$ cat src/rtl/rso_pkg.sv
package rso_pkg;
  typedef enum logic {
    PH_PRE  = 1'b0,
    PH_EVAL = 1'b1
  } phase_e;
endpackage

$ cat src/rtl/rso_rstsync.sv
module rso_rstsync #(
  parameter int STAGES = 2
) (
  input  logic clk,
  input  logic rst_n,
  output logic rst_sync_n
);
  logic [STAGES-1:0] sync_q;

  always_ff @(posedge clk or negedge rst_n) begin
    if (!rst_n) sync_q <= '0;
    else        sync_q <= {sync_q[STAGES-2:0], 1'b1};
  end

  assign rst_sync_n = sync_q[STAGES-1];
endmodule

$ cat src/rtl/rso_seg.sv
// One comparison segment: a precharge cycle, then an evaluate cycle.
// Only enabled words are precharged and evaluated.
module rso_seg
  import rso_pkg::*;
#(
  parameter int KW = 4,
  parameter int TW = 4,
  parameter int NW = 4,
  parameter int LO = 0,
  parameter int HI = 1,
  parameter logic [NW*KW-1:0] CAM = '0
) (
  input  logic          clk,
  input  logic          rst_n,
  input  logic          in_vld,
  input  logic [KW-1:0] in_key,
  input  logic [TW-1:0] in_tag,
  input  logic [NW-1:0] in_en,
  output logic          in_rdy,
  input  logic          dn_rdy,
  output logic          vld,
  output logic [KW-1:0] key,
  output logic [TW-1:0] tag,
  output logic          done,
  output logic [NW-1:0] pchg,
  output logic [NW-1:0] match
);
  localparam int SW = HI - LO + 1;

  logic          vld_q, vld_n;
  phase_e        ph_q, ph_n;
  logic [KW-1:0] key_q;
  logic [TW-1:0] tag_q;
  logic [NW-1:0] en_q;
  logic [NW-1:0] eq;
  logic          adv, load;

  assign done   = vld_q && (ph_q == PH_EVAL);
  assign adv    = done && dn_rdy;
  assign in_rdy = !vld_q || adv;
  assign load   = in_vld && in_rdy;

  always_comb begin
    vld_n = vld_q;
    ph_n  = ph_q;
    if (load) begin
      vld_n = 1'b1;
      ph_n  = PH_PRE;
    end else if (adv) begin
      vld_n = 1'b0;
    end else if (vld_q && ph_q == PH_PRE) begin
      ph_n = PH_EVAL;
    end
  end

  always_ff @(posedge clk or negedge rst_n) begin
    if (!rst_n) begin
      vld_q <= 1'b0;
      ph_q  <= PH_PRE;
    end else begin
      vld_q <= vld_n;
      ph_q  <= ph_n;
    end
  end

  always_ff @(posedge clk) begin
    if (load) begin
      key_q <= in_key;
      tag_q <= in_tag;
      en_q  <= in_en;
    end
  end

  for (genvar w = 0; w < NW; w++) begin : g_word
    assign eq[w] = (CAM[w*KW+LO +: SW] == key_q[LO +: SW]);
  end

  assign pchg  = (vld_q && ph_q == PH_PRE) ? en_q : '0;
  assign match = done ? (en_q & eq) : '0;
  assign vld   = vld_q;
  assign key   = key_q;
  assign tag   = tag_q;

  AST_PRE_THEN_EVAL: assert property (@(posedge clk) disable iff (!rst_n)
    (vld_q && ph_q == PH_PRE) |=> (vld_q && ph_q == PH_EVAL));

  AST_EVAL_HOLD: assert property (@(posedge clk) disable iff (!rst_n)
    (done && !dn_rdy) |=> (done && $stable(key_q) && $stable(tag_q)));
endmodule

$ cat src/rtl/rso_lookq.sv
// Lookahead queue: picks the first waiting key whose sub-key differs from
// the key in flight and swaps it with the head.
module rso_lookq #(
  parameter int KW    = 4,
  parameter int TW    = 4,
  parameter int SW    = 2,
  parameter int DEPTH = 4
) (
  input  logic          clk,
  input  logic          rst_n,
  input  logic          push_vld,
  input  logic [KW-1:0] push_key,
  output logic          push_rdy,
  input  logic          ref_vld,
  input  logic [SW-1:0] ref_sub,
  input  logic          pipe_idle,
  output logic          iss_vld,
  output logic [KW-1:0] iss_key,
  output logic [TW-1:0] iss_tag,
  input  logic          iss_take
);
  localparam int CW = $clog2(DEPTH + 1);
  localparam int IW = (DEPTH > 1) ? $clog2(DEPTH) : 1;
  localparam logic [CW-1:0] DEPTH_C = CW'(DEPTH);

  logic [KW-1:0] key_q [DEPTH];
  logic [TW-1:0] tag_q [DEPTH];
  logic [KW-1:0] key_n [DEPTH];
  logic [TW-1:0] tag_n [DEPTH];
  logic [CW-1:0] cnt_q, cnt_n, cnt_mid;
  logic [TW-1:0] seq_q, seq_n;
  logic [DEPTH-1:0] diff;
  logic          any_diff;
  logic [IW-1:0] first_diff, sel;
  logic          push;

  assign push_rdy = (cnt_q < DEPTH_C);
  assign push     = push_vld && push_rdy;

  always_comb begin
    for (int j = 0; j < DEPTH; j++)
      diff[j] = (CW'(j) < cnt_q) && (key_q[j][SW-1:0] != ref_sub);
    any_diff   = |diff;
    first_diff = '0;
    for (int j = DEPTH - 1; j >= 0; j--)
      if (diff[j]) first_diff = IW'(j);
  end

  assign sel     = (ref_vld && any_diff) ? first_diff : '0;
  assign iss_vld = (cnt_q != '0) && (!ref_vld || any_diff || pipe_idle);
  assign iss_key = key_q[sel];
  assign iss_tag = tag_q[sel];

  always_comb begin
    cnt_mid = cnt_q - CW'(iss_take);
    for (int i = 0; i < DEPTH; i++) begin
      key_n[i] = key_q[i];
      tag_n[i] = tag_q[i];
    end
    if (iss_take) begin
      for (int i = 0; i < DEPTH - 1; i++) begin
        if (i + 1 == int'(sel)) begin
          key_n[i] = key_q[0];
          tag_n[i] = tag_q[0];
        end else begin
          key_n[i] = key_q[i+1];
          tag_n[i] = tag_q[i+1];
        end
      end
    end
    for (int i = 0; i < DEPTH; i++) begin
      if (push && CW'(i) == cnt_mid) begin
        key_n[i] = push_key;
        tag_n[i] = seq_q;
      end
    end
    cnt_n = cnt_mid + CW'(push);
    seq_n = push ? seq_q + TW'(1) : seq_q;
  end

  always_ff @(posedge clk or negedge rst_n) begin
    if (!rst_n) begin
      cnt_q <= '0;
      seq_q <= '0;
    end else begin
      cnt_q <= cnt_n;
      seq_q <= seq_n;
    end
  end

  always_ff @(posedge clk) begin
    if (push || iss_take) begin
      for (int i = 0; i < DEPTH; i++) begin
        key_q[i] <= key_n[i];
        tag_q[i] <= tag_n[i];
      end
    end
  end

  AST_NO_OVERFLOW: assert property (@(posedge clk) disable iff (!rst_n)
    cnt_q <= DEPTH_C);

  AST_TAKE_ONLY_VALID: assert property (@(posedge clk) disable iff (!rst_n)
    iss_take |-> iss_vld);

  AST_ISSUE_DIFFERS: assert property (@(posedge clk) disable iff (!rst_n)
    (iss_take && !pipe_idle) |-> (iss_key[SW-1:0] != ref_sub));
endmodule

$ cat src/rtl/rso_sched.sv
module rso_sched
  import rso_pkg::*;
#(
  parameter int KW   = 4,
  parameter int SUBW = 2,
  parameter int LOOK = 3,
  parameter int NW   = 4,
  parameter int TW   = 4,
  parameter logic [NW*KW-1:0] CAM = 16'hFA63
) (
  input  logic          clk,
  input  logic          rst_n,
  input  logic          key_valid_i,
  input  logic [KW-1:0] key_i,
  output logic          key_ready_o,
  output logic          res_valid_o,
  input  logic          res_ready_i,
  output logic [TW-1:0] res_tag_o,
  output logic [KW-1:0] res_key_o,
  output logic [NW-1:0] res_hit_o,
  output logic [NW-1:0] seg1_pchg_o,
  output logic [NW-1:0] seg2_pchg_o,
  output logic          ovl_o
);
  localparam int DEPTH = LOOK + 1;
  localparam int NSEG  = 2;

  logic          rst_i_n;
  logic          iss_vld;
  logic [KW-1:0] iss_key;
  logic [TW-1:0] iss_tag;
  logic          iss_take;
  logic          ref_vld, pipe_idle;
  logic [SUBW-1:0] ref_sub;

  logic          s_in_vld [NSEG];
  logic [KW-1:0] s_in_key [NSEG];
  logic [TW-1:0] s_in_tag [NSEG];
  logic [NW-1:0] s_in_en  [NSEG];
  logic          s_in_rdy [NSEG];
  logic          s_dn_rdy [NSEG];
  logic          s_vld    [NSEG];
  logic [KW-1:0] s_key    [NSEG];
  logic [TW-1:0] s_tag    [NSEG];
  logic          s_done   [NSEG];
  logic [NW-1:0] s_pchg   [NSEG];
  logic [NW-1:0] s_match  [NSEG];

  logic          out_vld_q, out_vld_n, out_load;
  logic [TW-1:0] out_tag_q;
  logic [KW-1:0] out_key_q;
  logic [NW-1:0] out_hit_q;

  rso_rstsync #(.STAGES(2)) u_rst (
    .clk(clk), .rst_n(rst_n), .rst_sync_n(rst_i_n)
  );

  // Collision reference: the key that the next issue would overlap with.
  assign ref_vld   = s_vld[0] || s_vld[1];
  assign ref_sub   = s_vld[0] ? s_key[0][SUBW-1:0] : s_key[1][SUBW-1:0];
  assign pipe_idle = !s_vld[0] && !s_vld[1];
  assign iss_take  = iss_vld && s_in_rdy[0];

  rso_lookq #(.KW(KW), .TW(TW), .SW(SUBW), .DEPTH(DEPTH)) u_q (
    .clk(clk), .rst_n(rst_i_n),
    .push_vld(key_valid_i), .push_key(key_i), .push_rdy(key_ready_o),
    .ref_vld(ref_vld), .ref_sub(ref_sub), .pipe_idle(pipe_idle),
    .iss_vld(iss_vld), .iss_key(iss_key), .iss_tag(iss_tag),
    .iss_take(iss_take)
  );

  assign s_in_vld[0] = iss_vld;
  assign s_in_key[0] = iss_key;
  assign s_in_tag[0] = iss_tag;
  assign s_in_en[0]  = '1;
  assign s_dn_rdy[0] = s_in_rdy[1];

  assign s_in_vld[1] = s_done[0];
  assign s_in_key[1] = s_key[0];
  assign s_in_tag[1] = s_tag[0];
  assign s_in_en[1]  = s_match[0];
  assign s_dn_rdy[1] = !out_vld_q || res_ready_i;

  for (genvar g = 0; g < NSEG; g++) begin : g_seg
    localparam int LO_G = (g == 0) ? 0 : SUBW;
    localparam int HI_G = (g == 0) ? SUBW - 1 : KW - 1;
    rso_seg #(
      .KW(KW), .TW(TW), .NW(NW), .LO(LO_G), .HI(HI_G), .CAM(CAM)
    ) u_seg (
      .clk(clk), .rst_n(rst_i_n),
      .in_vld(s_in_vld[g]), .in_key(s_in_key[g]), .in_tag(s_in_tag[g]),
      .in_en(s_in_en[g]), .in_rdy(s_in_rdy[g]), .dn_rdy(s_dn_rdy[g]),
      .vld(s_vld[g]), .key(s_key[g]), .tag(s_tag[g]), .done(s_done[g]),
      .pchg(s_pchg[g]), .match(s_match[g])
    );
  end

  assign out_load = s_done[1] && s_dn_rdy[1];

  always_comb begin
    out_vld_n = out_vld_q;
    if (out_load)         out_vld_n = 1'b1;
    else if (res_ready_i) out_vld_n = 1'b0;
  end

  always_ff @(posedge clk or negedge rst_i_n) begin
    if (!rst_i_n) out_vld_q <= 1'b0;
    else          out_vld_q <= out_vld_n;
  end

  always_ff @(posedge clk) begin
    if (out_load) begin
      out_tag_q <= s_tag[1];
      out_key_q <= s_key[1];
      out_hit_q <= s_match[1];
    end
  end

  assign res_valid_o = out_vld_q;
  assign res_tag_o   = out_tag_q;
  assign res_key_o   = out_key_q;
  assign res_hit_o   = out_hit_q;
  assign seg1_pchg_o = s_pchg[0];
  assign seg2_pchg_o = s_pchg[1];
  assign ovl_o       = s_vld[0] && s_vld[1];

  AST_OVERLAP_SUBKEY_DIFF: assert property (@(posedge clk) disable iff (!rst_i_n)
    ovl_o |-> (s_key[0][SUBW-1:0] != s_key[1][SUBW-1:0]));

  AST_RES_HOLD: assert property (@(posedge clk) disable iff (!rst_i_n)
    (res_valid_o && !res_ready_i) |=>
      (res_valid_o && $stable(res_tag_o) && $stable(res_key_o)));

  for (genvar w = 0; w < NW; w++) begin : g_chk
    AST_SEG2_PCHG_GATED: assert property (@(posedge clk) disable iff (!rst_i_n)
      seg2_pchg_o[w] |-> (CAM[w*KW +: SUBW] == s_key[1][SUBW-1:0]));
    AST_HIT_FULL_WORD: assert property (@(posedge clk) disable iff (!rst_i_n)
      (res_valid_o && res_hit_o[w]) |-> (CAM[w*KW +: KW] == res_key_o));
  end
endmodule

$ cat config.mk
export PLATFORM = sky130hd
export DESIGN_NAME = rso_sched
export DESIGN_NICKNAME = d
export VERILOG_FILES = /design/src/rtl/rso_pkg.sv /design/src/rtl/rso_rstsync.sv /design/src/rtl/rso_seg.sv /design/src/rtl/rso_lookq.sv /design/src/rtl/rso_sched.sv
export SDC_FILE = /design/constraint.sdc
export NUM_CORES = 1
export LEC_CHECK = 0
export BUFFER_PORTS_ARGS = -buffer_cell sky130_fd_sc_hd__buf_2
export CORE_UTILIZATION = 30
export CTS_BUF_LIST = sky130_fd_sc_hd__clkbuf_4
export DETAILED_ROUTE_END_ITERATION = 10
export SYNTH_ARGS = -nofsm -noshare
export SYNTH_HDL_FRONTEND = slang
export SYNTH_SLANG_ARGS = --single-unit
$ cat constraint.sdc
create_clock -name clk -period 0.9 [get_ports clk]
set_input_delay 0.135 -clock clk [delete_from_list [all_inputs] [get_ports clk]]
set_output_delay 0.135 -clock clk [all_outputs]
set_load 0.05 [all_outputs]
### After elaboration in Yosys (flattened, before gate mapping)

Memories as Yosys holds them, arrays and structs flattened. A register that Yosys moved wholly into a read port is not among the register bits.
Cells that the tools add are included.

| storage, ports and cells | value |
|---|---|
| bits in latches | 0 |
| RAM bits | 32 |
| word-level logic and storage cells | 124 |
| register bits after elaboration | 38 |
| input port bits | 8 |
| bits in read-only memories | 0 |
| memories | 2 |

| operators by class | value |
|---|---|
| eq/ne operators | 17 |
| magnitude comparators | 5 |
| bitwise operators | 3 |
| div/mod/pow operators | 0 |
| shift-type cells | 0 |
| multiplexer cells | 38 |
| multiply operators | 0 |
| reductions and logical operators | 42 |
| add/subtract/negate cells | 3 |

Memory list:

| name | words | width | rd ports | clocked after Yosys merged registers in | wr ports | line | text |
|---|---|---|---|---|---|---|---|
| u_q.key_q | 4 | 4 | 5 | 1 | 4 | rso_lookq.sv:26 | `logic [KW-1:0] key_q [DEPTH];` |
| u_q.tag_q | 4 | 4 | 5 | 1 | 4 | rso_lookq.sv:27 | `logic [TW-1:0] tag_q [DEPTH];` |

Operators with widths:

| cell | number |
|---|---|
| 2-to-1 mux 4 bit | 16 |
| 2-to-1 mux 12 bit | 2 |
| logical AND 1 bit | 20 |
| 2-to-1 mux 1 bit | 14 |
| equality test 2 bit (first input constant) | 6 |
| 2-to-1 mux 2 bit | 6 |
| nonzero test 2 bit | 5 |
| inequality test 2 bit | 4 |
| logical OR 1 bit | 7 |
| equality test 2 x 3 -> 1 bit (first input constant) | 2 |
| < comparator 1 x 3 -> 1 bit (first input constant) | 2 |
| < comparator 2 x 3 -> 1 bit (first input constant) | 2 |
| adder 4 x 1 -> 4 bit (second input constant) | 1 |
| AND 4 bit | 1 |
| equality test 1 x 2 -> 1 bit (first input constant) | 2 |
| zero test 1 bit | 4 |
| inequality test 2 bit (second input constant) | 2 |
| AND reduction 2 bit | 2 |
| OR reduction 4 bit | 1 |
| adder 3 x 1 -> 3 bit | 1 |
| equality test 1 x 3 -> 1 bit (first input constant) | 1 |
| zero test 3 bit | 1 |
| < comparator 3 bit (second input constant) | 1 |
| nonzero test 3 bit | 1 |
| 3 further kinds | 4 |

### Depth between registers and ports, before layout

| logic depth | value |
|---|---|
| depth after elaboration | 12 |
| mapped depth | 15 |
| depth with buffers taken out | 12 |

### By module

A second synthesis with hierarchy kept.

| unflattened totals | value |
|---|---|
| cell total of the unflattened synthesis | 268 |
| area total of the unflattened synthesis | 3841.2 sq um |

Modules (own cells, without submodules):

| module | times used | seq. area each (sq um) | area an instance (sq um) | cells each |
|---|---|---|---|---|
| rso_lookq | 1 | 1136.1 | 2267.2 | 178 |
| rso_seg at g_seg[1].u_seg | 1 | 410.4 | 529.3 | 33 |
| rso_seg at g_seg[0].u_seg | 1 | 410.4 | 520.5 | 31 |
| rso_sched | 1 | 385.4 | 470.5 | 23 |
| rso_rstsync | 1 | 50.0 | 53.8 | 3 |

### Worst setup path after synthesis

No wires, ideal clock.

| timing path | value |
|---|---|
| path type | register to register |
| start point | register u_q.cnt_q[2] |
| end point | memory u_q.key_q[2][0] (enable) |
| path slack | -3067 ps |
| stages on the path, launching flop included | 14 |
| setup time | 329 ps |
| data required time | 571 ps |
| arrival time | 3638 ps |
| cell sequence | dfrtp_1 > inv_1 > o21ai_0 > o21a_2 > or3_4 > o211ai_2 > inv_1 > ha_1 > ha_1 > clkbuf_1 > or4_1 > clkbuf_1 > clkbuf_1 > nand2_1 |

RTL lines:

| item | line | text |
|---|---|---|
| start: declaration | rso_lookq.sv:30 | `logic [CW-1:0] cnt_q, cnt_n, cnt_mid;` |
| start signal: assignment | rso_lookq.sv:86 | `cnt_q <= cnt_n;` |
| end: declaration | rso_lookq.sv:26 |  |

==> impl_metrics.env <==
export IMPL_synth_seq_cells=76
export IMPL_synthCells=262
export IMPL_drt_iter0_drc=140
export IMPL_maxSlewHeadroom_pct=65.0
export IMPL_io_pins=31
export IMPL_cts_sinks=76
export IMPL_worstPathArrival_ps=3460
export IMPL_root_buffer="clkbuf_4"
export IMPL_ant_nets=0
export IMPL_clk_latency_ps=430
export IMPL_fin_skew_ps=17.1
export IMPL_crit_cells=12
export IMPL_die_area_sq_um=12100
export IMPL_crit_buf_inv=2
export IMPL_critical_path_required_ps=1080
export IMPL_synth_yosys_seq_area_share_pct=63.1
export IMPL_diodes=0
export IMPL_cts_tree="yes"
export IMPL_synth_nets=274
export IMPL_synth_edf_count=62
export IMPL_synth_top_area_share_pct=53.1
export IMPL_worst_pin_slew_ps=524
export IMPL_synthArstFlopShare_pct=18.4
export IMPL_drv_slew=0
export IMPL_grt_max_degree=17
export IMPL_num_vias=2480
export IMPL_initial_core_util_pct=30.7
export IMPL_place_gp_congestion=0.766
export IMPL_reg2reg_depth=12
export IMPL_htree_levels=3
export IMPL_synth_ff_type="edfxtp_1"
export IMPL_dp_slack_ps=-2510
export IMPL_grt_pass1_wl_um=13400
export IMPL_slowest_delay_ps=520
export IMPL_area_growth_syn_to_layout_pct=52.6
export IMPL_rsz0062_at_grt="yes"
export IMPL_cts_buffer_depth=2
export IMPL_yosys_top_cells_area="edfxtp_1, dfrtp_1, mux2i_1"
export IMPL_worst_setup_path_end_kind="flip-flop"
export IMPL_crit_family="simple AND/OR/NAND/NOR gates"
export IMPL_crit_chain="mux2i_4 -> xnor2_1 -> o21a_2 -> or3_4 -> o211ai_4 -> inv_4 -> ha_4 -> ha_4 -> or4_4 -> buf_8 -> nor2_2 -> a21oi_2"
export IMPL_synth_warnings=0
export IMPL_rows=39
export IMPL_yosysMostFrequentCell="edfxtp_1"
export IMPL_drc=0
export IMPL_violations="setup timing"
export IMPL_crit_slowest_cell="or4_4"
export IMPL_syn_area_per_cell_sq_um=13.4
export IMPL_hold_path_class="in2reg"
export IMPL_period_minus_slack_ps=3280
export IMPL_antenna_found_initial=0
export IMPL_path_clk_slew_ps=120
export IMPL_hold_path_cell_count=4
export IMPL_grt_pass1_vias=2594
export IMPL_core_area_sq_um=11400
export IMPL_fmax_mhz=305
export IMPL_max_cap_violations=0
export IMPL_syn_area_sq_um=3510
export IMPL_io_buffers=30
export IMPL_synth_area_leader_cell="edfxtp_1"
export IMPL_ys_top_cells_by_count="edfxtp_1, nor2_1, a21oi_1"
export IMPL_numCtsBuffers=9
export IMPL_wl_per_cell_um=15.4
export IMPL_vias_per_cell=4.67
export IMPL_setup_viol=136
export IMPL_period_share_pct=365
export IMPL_hold_violations=0
export IMPL_final_util_pct=46.9
export IMPL_path_common_cell="ha_4"
export IMPL_crit_fanout=9
export IMPL_die_w_um=110
export IMPL_status="finished, violations left"
export IMPL_drive_gt1_share_pct=51.5
export IMPL_grt_use_total_pct=15.1
export IMPL_fillCellCount=1011
export IMPL_dr_pass1_iters=4
export IMPL_synth_distinct_cells=45
export IMPL_start_kind="flip-flop"
export IMPL_dp_hpwl_um=5620
export IMPL_routed_wl_um=8190
export IMPL_criticalPathCategory="reg2reg"
export IMPL_setup_ws_ps=-2380
export IMPL_finalNetCount=395
export IMPL_die_y_um=110
export IMPL_gr_total_overflow=0
## registers in the layout, summed over array words and instances, names as in the netlist, 2 cells and up
| register | cells |
|---|---|
| g_seg.u_seg.en_q | 2 |
| u_rst.sync_q | 2 |
| g_seg.u_seg.key | 8 |
| res_key_o | 4 |
| g_seg.u_seg.vld | 2 |
| res_hit_o | 4 |
| u_q.tag_q | 16 |
| u_q.cnt_q | 3 |
| g_seg.u_seg.ph_q | 2 |
| u_q.key_q | 16 |
| u_q.seq_q | 4 |
| g_seg.u_seg.tag | 8 |
| res_tag_o | 4 |
## logic make-up (layout without fill, tap and decap cells)
logic type	Yosys count	in the layout	share of synthesized area [%]
and+or+nand+nor	67	67	9.34
AOI/OAI and AO/OA	52	52	10.1
DFF	76	76	63.1
buffers and inverters	21	147	3.71
muxes	27	27	8.74
adders and majority gates	4	4	1.43
other	1	1	0.107
xor gates and xnor gates	14	14	3.50
## what timing repair did
action | in CTS | in global routing
resized for setup | 108 | 29
cloned | 2 | 0
hold buffers | 6 | 0
endpoints found under the setup margin | 135 | 135
setup buffers | 11 | 8
pin swaps | 13 | 6
hold endpoints to repair | 6 | 0
## area by class of cell
| cell class | count | area, sq um | area share [%] |
|---|---|---|---|
| clock buffers | 10 | 75.1 | 1.40 |
| multi-input cells | 165 | 1490 | 27.9 |
| repair buffers | 124 | 1260 | 23.6 |
| flip-flops and latches | 76 | 2220 | 41.4 |
| well taps | 143 | 179 | 3.34 |
| inverters | 7 | 37.5 | 0.701 |
| clock inverters | 6 | 90.1 | 1.68 |
## worst reg2reg max path, stage by stage (launching register included)
cell      delay, ps
dfrtp_2         460
mux2i_4         330
xnor2_1         130
o21a_2          240
or3_4           400
o211ai_4        200
inv_4            60
ha_4            160
ha_4            210
or4_4           520
buf_8           180
nor2_2          120
a21oi_2          40
## layout by cell type, fill, tap and decap left out, types with 3 or more instances in the layout
cell type,count
a22oi_1,10
buf_6,40
nor2_1,19
a21oi_1,18
nand2_2,4
buf_12,7
o21ai_1,4
dlygate4sd3_1,6
inv_1,3
mux2_2,4
xnor2_1,10
edfxtp_1,62
nor2_2,5
mux2i_1,16
dfrtp_1,10
mux2_4,4
buf_4,53
o21ai_0,4
buf_8,10
ha_4,3
buf_2,7
dfrtp_2,4
clkbuf_4,10
xor2_1,3
inv_4,3
nand2_1,9
nand3_4,3
## metal layers
layer  vias up  wire length (um)  track usage [%]
li1       1214                 -                -
met1      1200              3420             18.0
met2        56              4330             26.8
met3        10               337             3.88
met4         0                97             4.23
met5         -                 0                0
## final timing paths
| kind | from | end | slack (ps) |
|---|---|---|---|
| worst max-delay path | g_seg[0].u_seg.vld$_DFFE_PN0P_ | u_q.tag_q[2][2]$_DFFE_PP_ | -2380 |
| worst min-delay path | res_ready_i | res_valid_o$_DFFE_PN0P_ | 80 |
| worst max register to register | g_seg[0].u_seg.vld$_DFFE_PN0P_ | u_q.tag_q[2][2]$_DFFE_PP_ | -2380 |
| worst min register to register | u_rst.sync_q[1]$_DFF_PN0_ | res_valid_o$_DFFE_PN0P_ | 190 |
| max in group asynchronous | rst_n | u_rst.sync_q[1]$_DFF_PN0_ | 220 |
| min in group asynchronous | u_rst.sync_q[1]$_DFF_PN0_ | res_valid_o$_DFFE_PN0P_ | 190 |
## stage by stage
step / hold WS (ps) / TNS, ps / cell area (sq um) / cells
global placement: -79.8 / -172360 / 4480 / 493
floorplan: -161 / -180110 / 3710 / 262
global route: 46.8 / -194460 / 5350 / 531
CTS: 40.4 / -177170 / 5200 / 525
detailed placement: -76.6 / -180650 / 4480 / 493
finish: 76.3 / -180570 / 5350 / 531
Power is not shown: default switching activity piles up to over one toggle a cycle in this logic, so the estimate is an artifact.
